[config.mk]
export PLATFORM = sky130hd
export DESIGN_NAME = dsp_boot_seq
export DESIGN_NICKNAME = d
export VERILOG_FILES = /design/src/rtl/boot_seq_pkg.sv /design/src/rtl/seq_tick_counter.sv /design/src/rtl/seq_rise_detect.sv /design/src/rtl/dsp_boot_seq.sv
export SDC_FILE = /design/constraint.sdc
export NUM_CORES = 1
export LEC_CHECK = 0
export BUFFER_PORTS_ARGS = -buffer_cell sky130_fd_sc_hd__buf_2
export CORE_UTILIZATION = 35
export DETAILED_ROUTE_END_ITERATION = 10
export PLACE_DENSITY = 0.58
export SLEW_MARGIN = 40
export SYNTH_ARGS = -nofsm -noshare
export SYNTH_HDL_FRONTEND = slang
export SYNTH_HIERARCHICAL = 1
export SYNTH_SLANG_ARGS = --single-unit
[constraint.sdc]
create_clock -name clk -period 5 [get_ports clk]
set_input_delay 0.5 -clock clk [delete_from_list [all_inputs] [get_ports clk]]
set_output_delay 0.5 -clock clk [all_outputs]
set_load 0.01 [all_outputs]
[src/rtl/boot_seq_pkg.sv]
package boot_seq_pkg;

    typedef enum logic [4:0] {
        ST_IDLE  = 5'd0,
        ST_RST   = 5'd1,
        ST_CFG   = 5'd2,
        ST_VEC   = 5'd3,
        ST_XO    = 5'd4,
        ST_HS    = 5'd5,
        ST_POLL  = 5'd6,
        ST_BYP   = 5'd7,
        ST_CLAMP = 5'd8,
        ST_SLEEP = 5'd9,
        ST_BANK  = 5'd10,
        ST_WL    = 5'd11,
        ST_IO    = 5'd12,
        ST_HOLD  = 5'd13,
        ST_CLK   = 5'd14,
        ST_HO    = 5'd15,
        ST_RUN   = 5'd16,
        ST_FAIL  = 5'd17
    } seq_state_e;

    localparam int PWR_W     = 32;
    localparam int CFG_W     = 5;
    localparam int MUX_W     = 10;
    localparam int CORE_W    = 3;
    localparam int VEC_SHIFT = 4;

    localparam logic [PWR_W-1:0] PW_HS_ON  = 32'h0170_0000;
    localparam logic [PWR_W-1:0] PW_BYPASS = 32'h0370_0000;
    localparam logic [PWR_W-1:0] PW_CLAMP  = 32'h0330_0000;
    localparam logic [PWR_W-1:0] PW_SLEEP  = 32'h033C_0000;
    localparam logic [PWR_W-1:0] PW_WLINE  = 32'h031F_FFFF;
    localparam logic [PWR_W-1:0] PW_IO     = 32'h030F_FFFF;

    localparam logic [CFG_W-1:0]  CFG0_VAL   = 5'h14;
    localparam logic [CORE_W-1:0] CORE_RESET = 3'h1;
    localparam logic [CORE_W-1:0] CORE_HOLD  = 3'h5;
    localparam logic [CORE_W-1:0] CORE_GO    = 3'h4;
    localparam logic [MUX_W-1:0]  MUX_ON     = 10'h102;

endpackage

[src/rtl/seq_tick_counter.sv]
module seq_tick_counter #(
    parameter int W = 8
) (
    input  logic         clk,
    input  logic         rst_n,
    input  logic         clr,
    input  logic         en,
    input  logic [W-1:0] limit,
    output logic         reached
);
    logic [W-1:0] cnt_d, cnt_q;

    assign reached = en && (cnt_q == (limit - 1'b1));

    always_comb begin
        cnt_d = cnt_q;
        if (clr || reached) begin
            cnt_d = '0;
        end else if (en) begin
            cnt_d = cnt_q + 1'b1;
        end
    end

    always_ff @(posedge clk) begin
        if (!rst_n) cnt_q <= '0;
        else        cnt_q <= cnt_d;
    end
endmodule

[src/rtl/seq_rise_detect.sv]
module seq_rise_detect (
    input  logic clk,
    input  logic rst_n,
    input  logic d,
    output logic rise
);
    logic d_q;

    assign rise = d && !d_q;

    always_ff @(posedge clk) begin
        if (!rst_n) d_q <= 1'b0;
        else        d_q <= d;
    end
endmodule

[src/rtl/dsp_boot_seq.sv]
module dsp_boot_seq
    import boot_seq_pkg::*;
#(
    parameter int ADDR_W        = 32,
    parameter int BANKS         = 20,
    parameter int CYC_PER_US    = 50,
    parameter int HS_RETRIES    = 10,
    parameter int BANK_DWELL_MS = 10,
    parameter int HANDOVER_MS   = 5000
) (
    input  logic                    clk,
    input  logic                    rst_n,
    input  logic                    start,
    input  logic                    ms_tick,
    input  logic                    hs_status,
    input  logic                    handover,
    input  logic [ADDR_W-1:0]       boot_addr,
    output logic                    subsys_rst,
    output logic                    core_blk_rst,
    output logic [4:0]              glb_cfg0,
    output logic                    glb_cfg1_b0,
    output logic [ADDR_W-5:0]       vec_base,
    output logic                    xo_en,
    output logic [31:0]             pwr_word,
    output logic [BANKS-1:0]        mem_bank_en,
    output logic [2:0]              core_rst_ctl,
    output logic                    dbg_keep,
    output logic [9:0]              clk_mux,
    output logic                    hs_warn,
    output logic                    done,
    output logic                    timeout,
    output logic [4:0]              step
);
    localparam int VEC_W   = ADDR_W - VEC_SHIFT;
    localparam int BIDX_W  = (BANKS > 1) ? $clog2(BANKS) : 1;
    localparam int MS_A    = (HS_RETRIES > BANK_DWELL_MS) ? HS_RETRIES : BANK_DWELL_MS;
    localparam int MS_MAX  = (MS_A > HANDOVER_MS) ? MS_A : HANDOVER_MS;
    localparam int MS_CW   = $clog2(MS_MAX + 1);
    localparam int US_CW   = $clog2(CYC_PER_US + 1);

    typedef struct packed {
        seq_state_e              st;
        logic                    subsys;
        logic                    core_blk;
        logic [CFG_W-1:0]        cfg0;
        logic                    cfg1;
        logic [VEC_W-1:0]        vec;
        logic                    xo;
        logic [PWR_W-1:0]        pwr;
        logic [BANKS-1:0]        banks;
        logic [BIDX_W-1:0]       bidx;
        logic [CORE_W-1:0]       core;
        logic                    dbg;
        logic [MUX_W-1:0]        mux;
        logic                    warn;
        logic                    done;
        logic                    tmo;
    } seq_regs_t;

    seq_regs_t r_q, r_d;

    logic             us_en, us_reached;
    logic             ms_en, ms_reached;
    logic             step_chg;
    logic             ho_rise;
    logic [MS_CW-1:0] ms_limit;

    // cycle counter for the head-switch settling wait
    seq_tick_counter #(.W(US_CW)) u_us_cnt (
        .clk     (clk),
        .rst_n   (rst_n),
        .clr     (step_chg),
        .en      (us_en),
        .limit   (US_CW'(CYC_PER_US)),
        .reached (us_reached)
    );

    // millisecond tick counter shared by poll, bank dwell and handover wait
    seq_tick_counter #(.W(MS_CW)) u_ms_cnt (
        .clk     (clk),
        .rst_n   (rst_n),
        .clr     (step_chg),
        .en      (ms_en),
        .limit   (ms_limit),
        .reached (ms_reached)
    );

    seq_rise_detect u_ho_edge (
        .clk   (clk),
        .rst_n (rst_n),
        .d     (handover),
        .rise  (ho_rise)
    );

    assign us_en    = (r_q.st == ST_HS);
    assign ms_en    = ms_tick && ((r_q.st == ST_POLL) || (r_q.st == ST_BANK) || (r_q.st == ST_HO));
    assign step_chg = (r_d.st != r_q.st);

    always_comb begin
        case (r_q.st)
            ST_POLL: ms_limit = MS_CW'(HS_RETRIES);
            ST_BANK: ms_limit = MS_CW'(BANK_DWELL_MS);
            default: ms_limit = MS_CW'(HANDOVER_MS);
        endcase
    end

    always_comb begin
        r_d = r_q;
        case (r_q.st)
            ST_IDLE: begin
                if (start) begin
                    r_d.subsys   = 1'b0;
                    r_d.core_blk = 1'b0;
                    r_d.st       = ST_RST;
                end
            end
            ST_RST: begin
                r_d.cfg0 = CFG0_VAL;
                r_d.cfg1 = 1'b0;
                r_d.st   = ST_CFG;
            end
            ST_CFG: begin
                r_d.vec = boot_addr[ADDR_W-1:VEC_SHIFT];
                r_d.st  = ST_VEC;
            end
            ST_VEC: begin
                r_d.xo = 1'b1;
                r_d.st = ST_XO;
            end
            ST_XO: begin
                r_d.pwr = PW_HS_ON;
                r_d.st  = ST_HS;
            end
            ST_HS: begin
                if (us_reached) r_d.st = ST_POLL;
            end
            ST_POLL: begin
                if (hs_status) begin
                    r_d.pwr = PW_BYPASS;
                    r_d.st  = ST_BYP;
                end else if (ms_reached) begin
                    r_d.warn = 1'b1;
                    r_d.pwr  = PW_BYPASS;
                    r_d.st   = ST_BYP;
                end
            end
            ST_BYP: begin
                r_d.pwr = PW_CLAMP;
                r_d.st  = ST_CLAMP;
            end
            ST_CLAMP: begin
                r_d.pwr = PW_SLEEP;
                r_d.st  = ST_SLEEP;
            end
            ST_SLEEP: begin
                r_d.banks[BANKS-1] = 1'b1;
                r_d.bidx           = BIDX_W'(BANKS - 1);
                r_d.st             = ST_BANK;
            end
            ST_BANK: begin
                if (ms_reached) begin
                    if (r_q.bidx == '0) begin
                        r_d.pwr = PW_WLINE;
                        r_d.st  = ST_WL;
                    end else begin
                        r_d.bidx                    = r_q.bidx - 1'b1;
                        r_d.banks[r_q.bidx - 1'b1]  = 1'b1;
                    end
                end
            end
            ST_WL: begin
                r_d.pwr = PW_IO;
                r_d.st  = ST_IO;
            end
            ST_IO: begin
                r_d.core = CORE_HOLD;
                r_d.dbg  = 1'b0;
                r_d.st   = ST_HOLD;
            end
            ST_HOLD: begin
                r_d.mux = MUX_ON;
                r_d.st  = ST_CLK;
            end
            ST_CLK: begin
                r_d.core = CORE_GO;
                r_d.st   = ST_HO;
            end
            ST_HO: begin
                if (ho_rise) begin
                    r_d.done = 1'b1;
                    r_d.st   = ST_RUN;
                end else if (ms_reached) begin
                    r_d.tmo = 1'b1;
                    r_d.st  = ST_FAIL;
                end
            end
            default: ;
        endcase
    end

    always_ff @(posedge clk) begin
        if (!rst_n) begin
            r_q.st       <= ST_IDLE;
            r_q.subsys   <= 1'b1;
            r_q.core_blk <= 1'b1;
            r_q.cfg0     <= '0;
            r_q.cfg1     <= 1'b1;
            r_q.vec      <= '0;
            r_q.xo       <= 1'b0;
            r_q.pwr      <= '0;
            r_q.banks    <= '0;
            r_q.bidx     <= '0;
            r_q.core     <= CORE_RESET;
            r_q.dbg      <= 1'b1;
            r_q.mux      <= '0;
            r_q.warn     <= 1'b0;
            r_q.done     <= 1'b0;
            r_q.tmo      <= 1'b0;
        end else begin
            r_q <= r_d;
        end
    end

    assign subsys_rst   = r_q.subsys;
    assign core_blk_rst = r_q.core_blk;
    assign glb_cfg0     = r_q.cfg0;
    assign glb_cfg1_b0  = r_q.cfg1;
    assign vec_base     = r_q.vec;
    assign xo_en        = r_q.xo;
    assign pwr_word     = r_q.pwr;
    assign mem_bank_en  = r_q.banks;
    assign core_rst_ctl = r_q.core;
    assign dbg_keep     = r_q.dbg;
    assign clk_mux      = r_q.mux;
    assign hs_warn      = r_q.warn;
    assign done         = r_q.done;
    assign timeout      = r_q.tmo;
    assign step         = r_q.st;

endmodule

==> tab_implementation.tex <==
\begin{tabular}{lr}
\hline
Metric & Value \\
\hline
\multicolumn{2}{l}{\textbf{Clock network}} \\
H-Tree Level Count & 3 \\
CTS Sinks & 96 \\
Clock latency on the worst-skew pair & 0.34 ns \\
Bufs on Longest Clock Path & 2 \\
TritonCTS clock tree & built \\
Clock root buffer & sky130\_fd\_sc\_hd\_\_clkbuf\_16 \\
Clock-pin slew reported for the worst setup and hold paths after clock tree synthesis & 0.07 ns \\
Number of hold buffers added after CTS & 0 \\
Buffers inserted during post-CTS setup optimization & 0 \\
Number of buffers added by the clock tree synthesis step & 9 \\
Count of instances resized after the clock tree is built & 0 \\
\multicolumn{2}{l}{\textbf{Route}} \\
Count of vias placed by the detailed router & 4,358 \\
Length of the first detailed-routing pass in iterations & 4 \\
Final routed DRC violation total & 0 \\
Final WL & 11,800 µm \\
Mean routed wirelength per cell & 12.1 µm \\
Number of antenna-violating nets in the routed design & 0 \\
Number of DRC markers in iteration 0 & 223 \\
Post-detailed-route via-to-cell ratio & 4.47 \\
\multicolumn{2}{l}{\textbf{Yosys}} \\
Instance count of the mapped netlist & 673 \\
Share of synthesized area occupied by flip-flops and latches & 0.347 \\
Yosys warning total & 6 \\
Synth cell types & 68 \\
Post-synth ARST share & 0 \\
Count of flip-flops with a built-in enable after synthesis & 0 \\
Number of synthesized register bits & 96 \\
Synthesized area per cell & 8.24 µm² \\
Post-Synthesis Cell Area & 0.00554 mm² \\
Post-synth top flop & sky130\_fd\_sc\_hd\_\_dfxtp\_1 \\
\multicolumn{2}{l}{\textbf{GRT}} \\
Overflow left after global routing & 0 \\
Pin count of the biggest net entering global routing & 66 \\
GRT Util Overall & 0.142 \\
Wire length of the first global-routing pass & 18,600 µm \\
Initial antenna violation count & 0 \\
Vias in the first global route & 3,621 \\
\multicolumn{2}{l}{\textbf{Worst setup path}} \\
Required time worst endpoint & 5.23 ns \\
Critical path capture point type & flop \\
Start-to-end type of the worst setup path & flop to flop \\
Worst setup slack for register-to-register paths & 0.75 ns \\
CP max stage delay & 0.46 ns \\
Data arrival time of the critical path & 4.48 ns \\
Reg-to-Reg End & u\_ms\_cnt/cnt\_q[12] \\
Cell with the largest stage delay on the worst path & sky130\_fd\_sc\_hd\_\_or3b\_2 \\
Launch instance of the worst register-to-register path & step[3] \\
Startpoint type of the worst setup path & flop \\
Cells on worst reg2reg path & 18 \\
Critical-path cell list & xor2\_1 -> and3\_1 -> inv\_1 -> xnor2\_1 -> nand2\_1 -> or3b\_2 -> o2bb2ai\_1 -> nor4\_1 -> buf\_4 -> nand2b\_1 -> nor3b\_1 -> o22a\_1 -> o21ai\_1 -> a21oi\_1 -> nor2b\_1 -> o41ai\_4 -> buf\_6 -> nor2\_1 \\
Worst-path fanout max & 19 \\
\multicolumn{2}{l}{\textbf{Floorplanning}} \\
Area enclosed by the die boundary & 0.0163 mm² \\
Ports placed on the boundary & 149 \\
Die Span X & 128 µm \\
Total number of placement rows & 45 \\
DIE HEIGHT & 128 µm \\
Placeable core region & 0.0153 mm² \\
Initial standard-cell utilization of the core & 0.362 \\
\multicolumn{2}{l}{\textbf{Layout}} \\
Final design area excluding fillers & 0.00615 mm² \\
Net total in the final layout & 805 \\
\# diodes & 0 \\
Proportion of layout cells with a drive suffix above 1 & 0.242 \\
Fill cell count & 1,621 \\
Area overhead of the layout relative to synthesis & 11.0\% \\
Core utilization of the finished layout & 0.402 \\
\multicolumn{2}{l}{\textbf{Pwr}} \\
Worst vdd ir & 0.188 mV \\
Reg power frac & 0.462 \\
Relative contribution of combinational cells to total power & 0.171 \\
Power per standard cell area & 287 mW/mm² \\
Leakage Power & 2.70 nW \\
Internal power component & 0.00126 W \\
Share of total power consumed by net switching & 0.284 \\
NetSw & 0.000501 W \\
Portion of total power attributed to the clock network & 0.367 \\
\multicolumn{2}{l}{\textbf{Timing}} \\
Period utilisation layout & 0.850 \\
Setup TNS after final layout & 0 ns \\
Final max-slew violation count & 0 \\
Final Critical Period & 4.25 ns \\
Maximum clock rate & 235 MHz \\
Worst hold-check slack & 0.383 ns \\
Normalized max-slew margin & 0.534 \\
Final setup vio count & 0 \\
Unrepaired setup endpoints after global routing & no \\
Hold violation total from the final report & 0 \\
Slew at the pin closest to its max-slew limit & 0.697 ns \\
Worst clock skew on the final layout & 0.00841 ns \\
\multicolumn{2}{l}{\textbf{Run}} \\
Max-Cap Viols & 0 \\
\multicolumn{2}{l}{\textbf{Placement}} \\
Number of buffers added on ports & 125 \\
Area of placed instances & 0.00587 mm² \\
GPL Wtd Cong & 0.786 \\
HPWL after DPL & 8660 µm \\
\multicolumn{2}{l}{\textbf{Min path}} \\
Worst hold stages & 2 \\
Hold Path End & u\_ho\_edge/d\_q \\
Hold WC Path Type & primary input to flop \\
Hold\_sp & handover \\
\multicolumn{2}{l}{\textbf{Status}} \\
Status & finished, final reports clean \\
\hline
\end{tabular}
==> critical path, delay by kind of cell (launching register included) <==
| kind | cells | cell delay, ns |
|---|---|---|
| buffers and inverters | 3 | 0.70 |
| AO/OA/AOI/OAI | 5 | 0.80 |
| XOR/XNOR | 2 | 0.65 |
| AND/OR/NAND/NOR | 8 | 1.59 |
| flip-flops | 1 | 0.37 |
==> synth_stat cells, types with 7 or more instances <==
library cell,count,share of area
sky130_fd_sc_hd__a211oi_1,9,0.012
sky130_fd_sc_hd__a21oi_1,49,0.044
sky130_fd_sc_hd__a31oi_1,21,0.024
sky130_fd_sc_hd__and3_1,7,0.0079
sky130_fd_sc_hd__buf_2,11,0.0099
sky130_fd_sc_hd__buf_4,104,0.14
sky130_fd_sc_hd__clkbuf_1,13,0.0088
sky130_fd_sc_hd__dfxtp_1,96,0.35
sky130_fd_sc_hd__ha_1,8,0.018
sky130_fd_sc_hd__inv_1,18,0.012
sky130_fd_sc_hd__nand2_1,80,0.054
sky130_fd_sc_hd__nand2b_1,9,0.010
sky130_fd_sc_hd__nand4_1,7,0.0079
sky130_fd_sc_hd__nor2_1,59,0.040
sky130_fd_sc_hd__nor2_2,11,0.012
sky130_fd_sc_hd__nor2b_1,8,0.0090
sky130_fd_sc_hd__nor3_1,19,0.017
sky130_fd_sc_hd__o21ai_0,11,0.0099
sky130_fd_sc_hd__xnor2_1,19,0.030
sky130_fd_sc_hd__xor2_1,21,0.033
==> power groups by stage <==
stage	Sequential (W)	Combinational [W]	Clock [W]
2_1_floorplan	0.000834	0.000269	0
3_3_place_gp	0.000833	0.000297	0
3_5_place_dp	0.000834	0.000302	0
4_1_cts	0.000817	0.000303	0.000669
5_1_grt	0.000820	0.000336	0.000699
6_report	0.000816	0.000302	0.000648
==> area by class of cell <==
cell class | count | area (µm²) | share of cell area
clock buffer | 11 | 243 | 0.0395
inverter | 18 | 70.1 | 0.0114
timing repair buffer | 135 | 704 | 0.115
tap | 211 | 264 | 0.0429
sequential | 96 | 1920 | 0.312
multi-input combinational | 499 | 2910 | 0.473
clock inverter | 5 | 38.8 | 0.00630
==> per-stage QoR <==
stage | setup slack [ns] | power (W) | std cells
finish | 0.749 | 0.00177 | 975
global route | 0.349 | 0.00185 | 975
CTS | 0.728 | 0.00179 | 975
detailed placement | 0.760 | 0.00114 | 959
global placement | 0.831 | 0.00113 | 958
floorplan | 0.825 | 0.00110 | 746
==> routing by layer <==
layer	up-vias	global-route usage	part of all wire
li1	2297	-	-
met1	1928	0.201	0.50
met2	127	0.225	0.45
met3	6	0.0267	0.048
met4	0	0.0291	0.0069
met5	-	0	0
==> cells by family after synthesis <==
kind of cell / Yosys count / share of synthesized area
other: 2 / 0.00135
xor gates and xnor gates: 40 / 0.0632
buffers and inverters: 151 / 0.179
DFF: 96 / 0.347
and+or+nand+nor: 244 / 0.228
muxes: 5 / 0.00903
AOI/OAI and AO/OA: 127 / 0.154
adders and majority gates: 8 / 0.0181
==> cells in the final DEF (no fill, tap or decap), types with 11 or more instances in the layout <==
cell type                 instances
sky130_fd_sc_hd__dfxtp_1         96
sky130_fd_sc_hd__buf_2          125
sky130_fd_sc_hd__a21oi_1         49
sky130_fd_sc_hd__nor2_2          11
sky130_fd_sc_hd__xnor2_1         19
sky130_fd_sc_hd__nand2_1         79
sky130_fd_sc_hd__xor2_1          21
sky130_fd_sc_hd__inv_1           17
sky130_fd_sc_hd__conb_1          75
sky130_fd_sc_hd__a31oi_1         21
sky130_fd_sc_hd__o21ai_0         11
sky130_fd_sc_hd__nor2_1          59
sky130_fd_sc_hd__nor3_1          18
==> worst max-delay path by stage <==
stage,start,end,slack (ns),depth (start not counted)
floorplan,step[0],u_ms_cnt/cnt_q[0],0.83,18
global placement,step[3],u_ms_cnt/cnt_q[5],0.83,17
detailed placement,step[3],u_ms_cnt/cnt_q[12],0.76,18
CTS,step[3],u_ms_cnt/cnt_q[12],0.73,18
global route,step[3],u_ms_cnt/cnt_q[12],0.35,18
finish,step[3],u_ms_cnt/cnt_q[12],0.75,18
==> registers in the layout, indices dropped and copies added (netlist names) <==
signal / count
u_us_cnt/cnt_q: 6
clk_mux: 1
u_ms_cnt/cnt_q: 13
dbg_keep: 1
core_blk_rst: 1
step: 5
timeout: 1
xo_en: 1
u_ho_edge/d_q: 1
hs_warn: 1
pwr_word: 7
mem_bank_en: 20
glb_cfg0: 1
core_rst_ctl: 2
glb_cfg1_b0: 1
done: 1
r_q: 5
vec_base: 28
(Power assumes the default switching activity.)
